**src/rtl/td_pkt_pkg.sv**
```systemverilog
package td_pkt_pkg;

    localparam int TD_BYTES_W = 12;
    localparam int TD_MPS_W   = 11;
    localparam int TD_IDX_W   = TD_BYTES_W + 1;

    typedef enum logic [1:0] {
        HS_NONE = 2'b00,
        HS_NAK  = 2'b01,
        HS_DATA = 2'b10
    } hs_e;

    typedef struct packed {
        logic                  active;
        logic                  zlt_off;
        logic [TD_MPS_W-1:0]   mps;
        logic [TD_BYTES_W-1:0] remain;
    } td_ctx_t;

    function automatic logic [TD_BYTES_W-1:0] widen_mps(input logic [TD_MPS_W-1:0] m);
        return {{(TD_BYTES_W-TD_MPS_W){1'b0}}, m};
    endfunction

endpackage

```
**src/rtl/td_len_calc.sv**
```systemverilog
module td_len_calc
    import td_pkt_pkg::*;
(
    input  logic                  clk,
    input  logic                  rst,
    input  td_ctx_t               ctx,
    output logic [TD_BYTES_W-1:0] cur_len,
    output logic                  final_pkt
);
    logic [TD_BYTES_W-1:0] mps_w;

    always_comb begin
        mps_w     = widen_mps(ctx.mps);
        cur_len   = (ctx.remain < mps_w) ? ctx.remain : mps_w;
        // Termination on: a short packet (possibly empty) ends the transfer.
        // Termination off: the packet that empties the count ends it.
        final_pkt = ctx.zlt_off ? (ctx.remain <= mps_w) : (ctx.remain < mps_w);
    end

    // with termination off, no empty packet while bytes remain
    a_r5_no_empty_tail: assert property (@(posedge clk) disable iff (rst)
        (ctx.active && ctx.zlt_off && ctx.remain != '0) |-> (cur_len != '0));

    // a packet never exceeds the latched maximum size
    a_r4_len_bound: assert property (@(posedge clk) disable iff (rst)
        ctx.active |-> (cur_len <= mps_w));

endmodule

```
**src/rtl/td_ctrl.sv**
```systemverilog
module td_ctrl
    import td_pkt_pkg::*;
(
    input  logic                  clk,
    input  logic                  rst,
    input  logic                  prime_i,
    input  logic [TD_BYTES_W-1:0] td_bytes_i,
    input  logic [TD_MPS_W-1:0]   mps_i,
    input  logic                  zlt_off_i,
    input  logic                  ack_i,
    input  logic [TD_BYTES_W-1:0] cur_len,
    input  logic                  final_pkt,
    output td_ctx_t               ctx,
    output logic [TD_IDX_W-1:0]   idx,
    output logic                  done
);
    always_ff @(posedge clk) begin
        if (rst) begin
            ctx  <= '0;
            idx  <= '0;
            done <= 1'b0;
        end else begin
            done <= 1'b0;
            if (!ctx.active) begin
                if (prime_i) begin
                    ctx.active  <= 1'b1;
                    ctx.zlt_off <= zlt_off_i;
                    ctx.mps     <= mps_i;
                    ctx.remain  <= td_bytes_i;
                    idx         <= '0;
                end
            end else if (ack_i) begin
                ctx.remain <= ctx.remain - cur_len;
                if (final_pkt) begin
                    ctx.active <= 1'b0;
                    idx        <= '0;
                    done       <= 1'b1;
                end else begin
                    idx <= idx + 1'b1;
                end
            end
        end
    end

    a_r8_done_zero: assert property (@(posedge clk) disable iff (rst)
        done |-> (ctx.remain == '0 && !ctx.active));

    a_r8_done_pulse: assert property (@(posedge clk) disable iff (rst)
        done |=> !done);

    a_r9_prime_ignored: assert property (@(posedge clk) disable iff (rst)
        (ctx.active && prime_i && !ack_i) |=> ($stable(ctx.remain) && $stable(ctx.mps) && $stable(ctx.zlt_off)));

    a_r7_hold_without_ack: assert property (@(posedge clk) disable iff (rst)
        (ctx.active && !ack_i) |=> ($stable(ctx.remain) && $stable(idx) && ctx.active));

    a_r10_idle_ack: assert property (@(posedge clk) disable iff (rst)
        (!ctx.active && !prime_i) |=> (!ctx.active && !done));

endmodule

```
**src/rtl/td_resp.sv**
```systemverilog
module td_resp
    import td_pkt_pkg::*;
(
    input  logic                  clk,
    input  logic                  rst,
    input  logic                  token_i,
    input  logic                  active,
    input  logic [TD_BYTES_W-1:0] cur_len,
    output hs_e                   hs,
    output logic [TD_BYTES_W-1:0] len
);
    always_ff @(posedge clk) begin
        if (rst) begin
            hs  <= HS_NONE;
            len <= '0;
        end else if (token_i) begin
            hs  <= active ? HS_DATA : HS_NAK;
            len <= active ? cur_len : '0;
        end else begin
            hs  <= HS_NONE;
            len <= '0;
        end
    end

    a_r2_nak_unprimed: assert property (@(posedge clk) disable iff (rst)
        (token_i && !active) |=> (hs == HS_NAK && len == '0));

    a_r3_data_primed: assert property (@(posedge clk) disable iff (rst)
        (token_i && active) |=> (hs == HS_DATA));

    a_r2_quiet: assert property (@(posedge clk) disable iff (rst)
        !token_i |=> (hs == HS_NONE));

endmodule

```
**src/rtl/td_packetizer.sv**
```systemverilog
module td_packetizer
    import td_pkt_pkg::*;
(
    input  logic                  clk,
    input  logic                  rst,
    input  logic                  prime_i,
    input  logic [TD_BYTES_W-1:0] td_bytes_i,
    input  logic [TD_MPS_W-1:0]   mps_i,
    input  logic                  zlt_off_i,
    input  logic                  token_i,
    input  logic                  ack_i,
    output logic [1:0]            hs_o,
    output logic [TD_BYTES_W-1:0] pkt_len_o,
    output logic                  done_o,
    output logic [TD_BYTES_W-1:0] bytes_left_o,
    output logic [TD_IDX_W-1:0]   pkt_idx_o
);
    td_ctx_t               ctx;
    logic [TD_BYTES_W-1:0] cur_len;
    logic                  final_pkt;
    hs_e                   hs;

    td_len_calc u_len (
        .clk       (clk),
        .rst       (rst),
        .ctx       (ctx),
        .cur_len   (cur_len),
        .final_pkt (final_pkt)
    );

    td_ctrl u_ctrl (
        .clk        (clk),
        .rst        (rst),
        .prime_i    (prime_i),
        .td_bytes_i (td_bytes_i),
        .mps_i      (mps_i),
        .zlt_off_i  (zlt_off_i),
        .ack_i      (ack_i),
        .cur_len    (cur_len),
        .final_pkt  (final_pkt),
        .ctx        (ctx),
        .idx        (pkt_idx_o),
        .done       (done_o)
    );

    td_resp u_resp (
        .clk     (clk),
        .rst     (rst),
        .token_i (token_i),
        .active  (ctx.active),
        .cur_len (cur_len),
        .hs      (hs),
        .len     (pkt_len_o)
    );

    assign hs_o         = hs;
    assign bytes_left_o = ctx.remain;

endmodule

```
**config.mk**
```make
export PLATFORM = sky130hd
export DESIGN_NAME = td_packetizer
export DESIGN_NICKNAME = d
export VERILOG_FILES = /design/src/rtl/td_pkt_pkg.sv /design/src/rtl/td_len_calc.sv /design/src/rtl/td_ctrl.sv /design/src/rtl/td_resp.sv /design/src/rtl/td_packetizer.sv
export SDC_FILE = /design/constraint.sdc
export NUM_CORES = 1
export LEC_CHECK = 0
export ABC_AREA = 0
export BUFFER_PORTS_ARGS = -buffer_cell sky130_fd_sc_hd__buf_2
export CORE_ASPECT_RATIO = 0.6
export CORE_MARGIN = 5
export CORE_UTILIZATION = 40
export CTS_BUF_LIST = sky130_fd_sc_hd__clkbuf_16
export DETAILED_ROUTE_END_ITERATION = 7
export PLACE_DENSITY = 0.76
export SLEW_MARGIN = 20
export SYNTH_ARGS = -nofsm -noshare
export SYNTH_HDL_FRONTEND = slang
export SYNTH_SLANG_ARGS = --single-unit
```
**constraint.sdc**
```tcl
create_clock -name clk -period 3.9 [get_ports clk]
set_clock_uncertainty 0.05 [all_clocks]
set_input_delay 0.585 -clock clk [delete_from_list [all_inputs] [get_ports clk]]
set_output_delay 0.585 -clock clk [all_outputs]
set_load 0.02 [all_outputs]
```
# Word level (Yosys, flattened, before mapping)
# Cells that the tools add are included.
[classes] reduce_logical=6 n_bitwise=3 n_lt_le_gt_ge=2 n_eq_ne=1 mux=14 n_addsub=2
[op_table] op="two-way mux 13 bit" n=4
[op_table] op="two-way mux 12 bit" n=3
[op_table] op="two-way mux 25 bit" n=1
[op_table] op="adder 13 x 1 -> 13 bit, second input constant" n=1
[op_table] op="<= comparator 12 x 11 -> 1 bit" n=1
[op_table] op="less-than comparator 12 x 11 -> 1 bit" n=1
[op_table] op="subtractor 12 bit" n=1
[op_table] op="OR reduction 3 bit" n=2
[op_table] op="two-way mux 1 bit" n=5
[op_table] op="AND reduction 2 bit" n=2
[op_table] op="inverter 1 bit" n=3
[op_table] op="two-way mux 2 bit" n=1
[op_table] op="!= test 2 bit, second input constant" n=1
[op_table] op="nonzero test 2 bit" n=1
[op_table] op="OR reduction 2 bit" n=1
[word_totals] input_bits=29 output_inout_bits=40 elab_cells=36 ff_bits=53

# Longest topological paths before layout
# Gate-level depths: netlist of the first run.
[logic_depth] ltp_word=5 mapped_depth=20

# Hierarchy
# Synthesis of the first run repeated with hierarchy kept, for this count alone.
[unflattened] cells_unflattened=360 hier_area_um2=3124.2
[by_module_without_submodules] mod="td_ctrl" seq_area_each_um2=780.7 area_each_um2=2170.8 n_inst=1 cells_per_inst=275
[by_module_without_submodules] mod="td_len_calc" seq_area_each_um2=0.0 area_each_um2=495.5 n_inst=1 cells_per_inst=54
[by_module_without_submodules] mod="td_resp" seq_area_each_um2=280.3 area_each_um2=457.9 n_inst=1 cells_per_inst=31

# Worst setup path after synthesis of the first run
# No wires, ideal clock.
[synth_timing] path_type="register -> register" from="register, netlist name u_ctrl.ctx[22]" to="register, netlist name u_ctrl.ctx[9]" t_arrival_ns=3.906 setup_time_ns=0.129 path_buffers=2 required_ns=3.721 setup_slack_ns=-0.184 path_stages_with_launch=19 path_cell_list="dfxtp_1 -> inv_1 -> ha_1 -> nand4b_4 -> or3_1 -> o2111ai_2 -> or2_1 -> buf_6 -> buf_2 -> mux2i_1 -> ha_1 -> nor2b_1 -> o31a_1 -> o21ai_0 -> a21boi_0 -> a2111oi_2 -> o21bai_1 -> xor2_1 -> o2bb2ai_1"
[synth_between] elab_chain_len=5
[synth_rtl] element="less-than comparator 12 x 11 -> 1 bit" line_no="td_len_calc.sv:14" rtl="cur_len = (ctx.remain < mps_w) ? ctx.remain : mps_w;"
[synth_rtl] element="two-way mux 12 bit" line_no="td_len_calc.sv:14"
[synth_rtl] element="subtractor 12 bit" line_no="td_ctrl.sv:33" rtl="ctx.remain <= ctx.remain - cur_len;"
[synth_rtl] element="two-way mux 12 bit" line_no="td_ctrl.sv:32" rtl="end else if (ack_i) begin"
[synth_rtl] element="two-way mux 12 bit" line_no="td_ctrl.sv:24" rtl="if (!ctx.active) begin"
# No other way between the ends. The select of a mux whose other input is x is not followed.
# A chain may end at the register's enable or synchronous reset.

# Worst setup path in the final report of the first run
[layout_timing] from="register, netlist name u_ctrl.ctx[0]" to="register, netlist name u_ctrl.ctx[10]"
[layout_between] elab_chain_len=5
[layout_rtl] element="less-than comparator 12 x 11 -> 1 bit" line_no="td_len_calc.sv:14"
[layout_rtl] element="two-way mux 12 bit" line_no="td_len_calc.sv:14"
[layout_rtl] element="subtractor 12 bit *" line_no="td_ctrl.sv:33"
[layout_rtl] element="two-way mux 12 bit *" line_no="td_ctrl.sv:32"
[layout_rtl] element="two-way mux 12 bit *" line_no="td_ctrl.sv:24"
# Mark *: on every way between the ends. The rest lies on a longest branch, timed or not. The select of a mux whose other input is x is not followed.

==> results of run 1 <==
worst paths after layout:
| check | from | depth (start not counted) | slack (ps) | end |
|---|---|---|---|---|
| worst max-delay path | u_ctrl.ctx[0] | 18 | 110 | u_ctrl.ctx[10] |
| worst min-delay path | u_ctrl.idx[12] | 1 | 430 | u_ctrl.idx[12] |
| worst max register to register | u_ctrl.ctx[0] | 18 | 110 | u_ctrl.ctx[10] |
| worst min register to register | u_ctrl.idx[12] | 1 | 430 | u_ctrl.idx[12] |
through the flow:
step	setup TNS [ps]	hold slack [ps]	util
floorplan	-1.95	387	-
global placement	-112	409	0.497
detailed placement	-942	420	0.497
CTS	0	431	0.528
global route	-266	469	0.542
finish	0	429	0.542
cell type report:
cell class              instances  area [um2]
clock buffers                   5         125
clock inverters                 3        41.3
fillers                       649        3330
inverters                      18        67.6
multi-input cells             257        1830
flip-flops and latches         53        1070
well taps                     104         130
repair buffers                112         678
state kept, by name (all words and copies together) (netlist names):
name,cells
u_ctrl.ctx,25
u_ctrl.idx,13
u_resp.len,12
u_resp.hs,2
u_ctrl.done,1
repair_timing:
action	4_1_cts	5_1_grt
buffers inserted	2	3
pin swaps	8	12
gates resized for setup	9	19
setup endpoints to repair	5	6
cell usage in the layout, fill, tap and decap left out, drive strengths merged, types with 6 or more instances in the layout:
| cell | instances |
|---|---|
| ha | 23 |
| nand2 | 46 |
| a21oi | 31 |
| a22oi | 8 |
| nand3 | 6 |
| inv | 18 |
| nor2 | 35 |
| dfxtp | 53 |
| o21ai | 17 |
| a311oi | 7 |
| a211oi | 8 |
| mux2i | 9 |
| buf | 112 |
per-layer routing:
metal / track usage / wire, um / vias up
met5: 0 / 0 / -
met4: 0.0537 / 131 / 0
met1: 0.284 / 4460 / 1376
li1: - / - / 1437
met2: 0.283 / 3820 / 135
met3: 0.0456 / 717 / 13
kinds of logic after synthesis:
kind of cell               Yosys count  share of synthesized area
other                                1                    0.00125
DFF                                 53                      0.353
AOI/OAI and AO/OA                   99                      0.226
muxes                                9                     0.0300
and+or+nand+nor                    118                      0.189
xor gates and xnor gates             6                     0.0175
buffers and inverters               48                     0.0804
adders and majority gates           24                      0.103
worst register-to-register path: stages (launching register included):
cell,delay (ps)
dfxtp_1,370
inv_1,150
ha_1,230
nor2b_1,120
o21bai_1,90
a211oi_2,260
or2_4,220
buf_6,120
mux2i_2,230
ha_1,280
buf_4,150
a21o_1,170
a21o_1,200
a21oi_4,210
nor3_2,70
a211oi_2,280
o21ai_2,100
a311o_1,360
o221ai_1,70
power groups by stage:
stage	clock network, mW	logic (mW)	registers [mW]
floorplan	0	0.712	0.633
global placement	0	0.995	0.613
detailed placement	0	1.02	0.614
CTS	0.508	1.07	0.605
global route	0.526	1.29	0.612
finish	0.503	1.19	0.609
==> summary.md, run 1 <==
| Metric | Value |
|---|---|
| Total power | `2.30 mW` |
| Total number of vias | `2,961` |
| Num rows | `24` |
| Die height | `77.1 um` |
| Clock slew at the register clock pins of the worst setup and hold paths | `70 ps` |
| Post-synth cell types | `51` |
| Antenna Diode Count | `0` |
| 1st-iter DRT viols | `297` |
| Full die area | `0.00939 mm2` |
| PD cells | `584 mW/mm2` |
| Largest net degree at the start of global routing | `45` |
| Combinational share of power | `0.516` |
| Fraction of layout cells with a size suffix above 1 | `0.337` |
| GRT overflow | `0` |
| IO Port Bufs | `68` |
| Most frequent cells after synthesis | `53 x dfxtp_1, 46 x nand2_1, 34 x nor2_1` |
| Initial DRT Pass Iterations | `5` |
| CORE AREA | `0.00727 mm2` |
| H-Tree Depth | `2` |
| Crit path kind | `reg2reg` |
| Post-synthesis sequential area ratio | `0.353` |
| Cells after Synth | `358` |
| Sw Ratio | `0.375` |
| CP Capture Type | `flop` |
| Initial Util | `0.413` |
| Slowest-stage cell, CP | `dfxtp_1` |
| WL/cell | `16.5 um` |
| TritonCTS clock tree | `built` |
| Max-cap violations | `0` |
| CP peak stage delay | `370 ps` |
| Hold Vio Cnt, Final | `0` |
| Most frequent cell after synthesis | `dfxtp_1` |
| Placed cell count | `539` |
| Area leader, netlist | `dfxtp_1` |
| Leakage | `1.72 nW` |
| Clock Latency Late Sink | `290 ps` |
| CP cell instances | `inv_1 -> ha_1 -> nor2b_1 -> o21bai_1 -> a211oi_2 -> or2_4 -> buf_6 -> mux2i_2 -> ha_1 -> buf_4 -> a21o_1 -> a21o_1 -> a21oi_4 -> nor3_2 -> a211oi_2 -> o21ai_2 -> a311o_1 -> o221ai_1` |
| Worst setup margin | `115 ps` |
| Number of synthesized flops with an enable pin | `0` |
| Worst min path class | `reg2reg` |
| Register bit total from synthesis | `53` |
| Yosys top cell area share | `0.353` |
| Nets@finish | `500` |
| Reg power frac | `0.265` |
| Pre-CTS setup slack | `-246 ps` |
| Minimum clock period | `3790 ps` |
| Final Cell Area | `0.00394 mm2` |
| Ys async rst share | `0` |
| Placed cell areas | `0.00361 mm2` |
| Relative slew slack | `0.500` |
| Clock power share | `0.219` |
| Fin crit share | `0.971` |
| Synth Area per Inst | `8.38 um2` |
| First-pass GRT wire length | `14,700 um` |
| Syn_nets | `411` |
| Slew @ Worst Pin | `750 ps` |
| Yosys warning count | `0` |
| Root Buffer | `clkbuf_16` |
| Pint | `1.44 mW` |
| Drt drc | `0` |
| Final Max Slew Viols | `0` |
| Area contributors post-synth | `dfxtp_1 35%, ha_1 9.6%, nand2_1 5.8%` |
| Primary FF master, synth | `dfxtp_1` |
| Fin cells | `552` |
| Die width | `122 um` |
| Max FO, Critical Path | `5` |
| Area delta synth->final | `31.1%` |
| Top Ports | `69` |
| Psw | `0.861 mW` |
| Data arrival time of the critical path | `3950 ps` |
| Worst setup SP type | `flop` |
| Drt total wl | `9130 um` |
| Family with the most delay on the worst path | `compound AO/OA/AOI/OAI gates` |
| Final antenna-violating net count | `0` |
| CTS max path bufs | `2` |
| Num CTS Buffers | `5` |
| Hold-fix buffers, CTS | `0` |
| Placer Congestion | `0.841` |
| Sink Count | `53` |
| Outcome | `complete, no violations` |
| Vias/cell | `5.36` |
| Post-DP HPWL | `6370 um` |
| Setup violators final | `0` |
| Initial antenna violation count | `0` |
| Crit path buf inv count | `3` |
| Netlist Area Pre-Place | `0.00300 mm2` |
| Total GRT Usage | `0.194` |
| Peak Freq | `264 MHz` |
| Vias in the first global route | `2,925` |
| Critical Path RT | `4060 ps` |
| Peak supply drop | `0.264 mV` |
(Power assumes the default switching activity.)
==> inputs of run 2 (changes only) <==
--- a/config.mk
+++ b/config.mk
@@ -12,7 +12,7 @@
 export CORE_UTILIZATION = 40
 export CTS_BUF_LIST = sky130_fd_sc_hd__clkbuf_16
 export DETAILED_ROUTE_END_ITERATION = 7
-export PLACE_DENSITY = 0.76
+export PLACE_DENSITY = 0.75
 export SLEW_MARGIN = 20
 export SYNTH_ARGS = -nofsm -noshare
 export SYNTH_HDL_FRONTEND = slang
==> run 2 against run 1 <==
Net effect:
- routed wire length down 3.0%
- die area unchanged
- largest power group unchanged
- critical path depth unchanged
==> summary.md, run 2 (same netlist as run 1, synthesis figures left out) <==
| Metric | Value |
|---|---|
| Placed cell count | `539 (unchanged)` |
| Relative slew slack | `0.548 (+0.0482)` |
| Peak supply drop | `0.284 mV (+7.5%)` |
| Die width | `122 um (unchanged)` |
| Largest Register | `u_ctrl.ctx` |
| Hold slack final | `420 ps (-9.03 ps)` |
| Drt drc | `0 (unchanged)` |
| Largest register FFs | `25 (unchanged)` |
| Drt total wl | `8850 um (-3.0%)` |
| Root Buffer | `clkbuf_16` |
| Psw | `0.857 mW (-0.39%)` |
| Vias in the first global route | `2,847 (-2.7%)` |
| H-Tree Depth | `2 (unchanged)` |
| Reg power frac | `0.263 (-0.002)` |
| Combinational share of power | `0.523 (+0.007)` |
| Filler instances | `675 (+4.0%)` |
| CORE AREA | `0.00727 mm2 (unchanged)` |
| Clock Latency Late Sink | `290 ps (about the same)` |
| Max-cap violations | `0 (unchanged)` |
| Hold-fix buffers, CTS | `0 (unchanged)` |
| Fraction of layout cells with a size suffix above 1 | `0.348 (+0.0105)` |
| Hold Vio Cnt, Final | `0 (unchanged)` |
| Area delta synth->final | `31.3%` |
| Placer Congestion | `0.886 (+5.3%)` |
| Data arrival time of the critical path | `3990 ps (+40 ps)` |
| Largest regs | `u_ctrl.ctx x25, u_ctrl.idx x13, u_resp.len x12` |
| Final antenna-violating net count | `0 (unchanged)` |
| Antenna Diode Count | `0 (unchanged)` |
| Setup violators final | `0 (unchanged)` |
| CP peak stage delay | `330 ps (-40 ps)` |
| WL/cell | `16.1 um (-2.6%)` |
| Minimum clock period | `3820 ps (+31.9 ps)` |
| PD cells | `586 mW/mm2 (+0.42%)` |
| Max FO, Critical Path | `5 (unchanged)` |
| Commonest non-fill, non-tap cells in the layout | `68 x buf_2, 46 x dfxtp_1, 44 x nand2_1` |
| Slew @ Worst Pin | `678 ps (-72.3 ps)` |
| Total power | `2.31 mW (+0.55%)` |
| Clock slew at the register clock pins of the worst setup and hold paths | `70 ps (about the same)` |
| 1st-iter DRT viols | `288 (-3.0%)` |
| Final TNS setup | `0 ps (unchanged)` |
| IO Port Bufs | `68 (unchanged)` |
| Num CTS Buffers | `5 (unchanged)` |
| Total number of vias | `2,936 (-0.84%)` |
| Sw Ratio | `0.371 (-0.00349)` |
| Initial antenna violation count | `0 (unchanged)` |
| Num rows | `24 (unchanged)` |
| Initial Util | `0.413 (unchanged)` |
| Crit path kind | `reg2reg` |
| Total GRT Usage | `0.183 (-0.0114)` |
| Commonest non-fill, non-tap cell in the layout | `buf_2` |
| Top Ports | `69 (unchanged)` |
| Placed cell areas | `0.00361 mm2 (unchanged)` |
| Final Cell Area | `0.00394 mm2 (+0.13%)` |
| Die height | `77.1 um (unchanged)` |
| Vias/cell | `5.34 (-0.48%)` |
| Worst min path class | `reg2reg` |
| CP Capture Type | `flop` |
| GRT overflow | `0 (unchanged)` |
| Full die area | `0.00939 mm2 (unchanged)` |
| Initial DRT Pass Iterations | `5 (unchanged)` |
| TritonCTS clock tree | `built` |
| Leakage | `1.71 nW (-0.26%)` |
| Worst setup SP type | `flop` |
| Slowest-stage cell, CP | `dfxtp_1` |
| Family with the most delay on the worst path | `compound AO/OA/AOI/OAI gates` |
| Clock power share | `0.214 (-0.005)` |
| Fin cells | `550 (-0.36%)` |
| Outcome | `complete, no violations` |
| CTS max path bufs | `2 (unchanged)` |
| Critical Path RT | `4070 ps (about the same)` |
| Final Max Slew Viols | `0 (unchanged)` |
| CP cell instances | `inv_1 -> ha_1 -> nand2_2 -> o21bai_1 -> a211oi_2 -> or2_4 -> buf_6 -> mux2i_2 -> ha_1 -> buf_4 -> a21o_1 -> a21o_1 -> a21oi_2 -> buf_4 -> a211oi_1 -> o31a_1 -> o31a_1 -> nor2_1` |
| Pint | `1.45 mW (+1.1%)` |
| Peak Freq | `262 MHz (-0.83%)` |
| Post-DP HPWL | `6470 um (+1.6%)` |
| First-pass GRT wire length | `14,000 um (-4.3%)` |
| Nets@finish | `498 (-0.40%)` |
| Sink Count | `53 (unchanged)` |
| Crit path buf inv count | `4 (+1)` |
| Fin crit share | `0.979 (+0.00817)` |
| Largest net degree at the start of global routing | `45 (unchanged)` |
## run 2: cell types whose count changed in the layout (fill, tap and decap cells not counted), moves of 2 or more
| cell | previous run | this run |
|---|---|---|
| dfxtp_1 | 49 | 46 |
| a21oi_2 | 1 | 3 |
| dfxtp_2 | 4 | 7 |
| buf_4 | 42 | 39 |
## run 2: what timing repair did
item                                    in CTS  in global routing
pin swaps                                    8                 11
gates resized for setup                      7                 26
endpoints found under the setup margin       6                  6
setup buffers                                1                  2
hold endpoints to repair                     0                  0
## run 2: final cells by class
class	instances	area [um2]	area share
Inverter	18	67.6	0.0171
Timing Repair Buffer	110	676	0.171
Tap cell	104	130	0.0330
Clock buffer	5	125	0.0317
Clock inverter	3	41.3	0.0105
Sequential cell	53	1070	0.271
Multi-Input combinational cell	257	1830	0.465
## run 2: path summary, 6_finish.rpt
path                                  endpoint  cells past startpoint           start  slack [ps]
worst max-delay path             u_ctrl.ctx[8]                     18  u_ctrl.ctx[15]          80
worst max register to register   u_ctrl.ctx[8]                     18  u_ctrl.ctx[15]          80
worst min-delay path            u_ctrl.ctx[19]                      2  u_ctrl.ctx[19]         420
worst min register to register  u_ctrl.ctx[19]                      2  u_ctrl.ctx[19]         420
## run 2: stage by stage
stage | utilization | setup WS [ps]
after floorplan | - | -1.95
after global placement | 0.497 | -44.6
after detailed placement | 0.497 | -241
after CTS | 0.523 | 15.0
after global routing | 0.542 | -87.7
final | 0.542 | 82.8
## run 2: power by group through the flow
stage / clock, mW / combinational, mW / sequential [mW]
finish: 0.495 / 1.21 / 0.608
global route: 0.530 / 1.29 / 0.612
CTS: 0.505 / 1.07 / 0.602
detailed placement: 0 / 1.03 / 0.614
global placement: 0 / 0.999 / 0.613
floorplan: 0 / 0.712 / 0.633
## run 2: metal layers
| metal | up-vias | global-route usage | share of wire |
|---|---|---|---|
| met2 | 106 | 0.266 | 0.42 |
| li1 | 1436 | - | - |
| met4 | 0 | 0.0190 | 0.0045 |
| met1 | 1386 | 0.277 | 0.51 |
| met5 | - | 0 | 0 |
| met3 | 8 | 0.0478 | 0.069 |
## run 2: worst register-to-register path: stages, from the launching register on
cell	delay [ps]
dfxtp_1	330
inv_1	40
ha_1	320
nand2_2	90
o21bai_1	170
a211oi_2	290
or2_4	230
buf_6	130
mux2i_2	230
ha_1	280
buf_4	150
a21o_1	170
a21o_1	180
a21oi_2	180
buf_4	140
a211oi_1	90
o31a_1	310
o31a_1	290
nor2_1	90
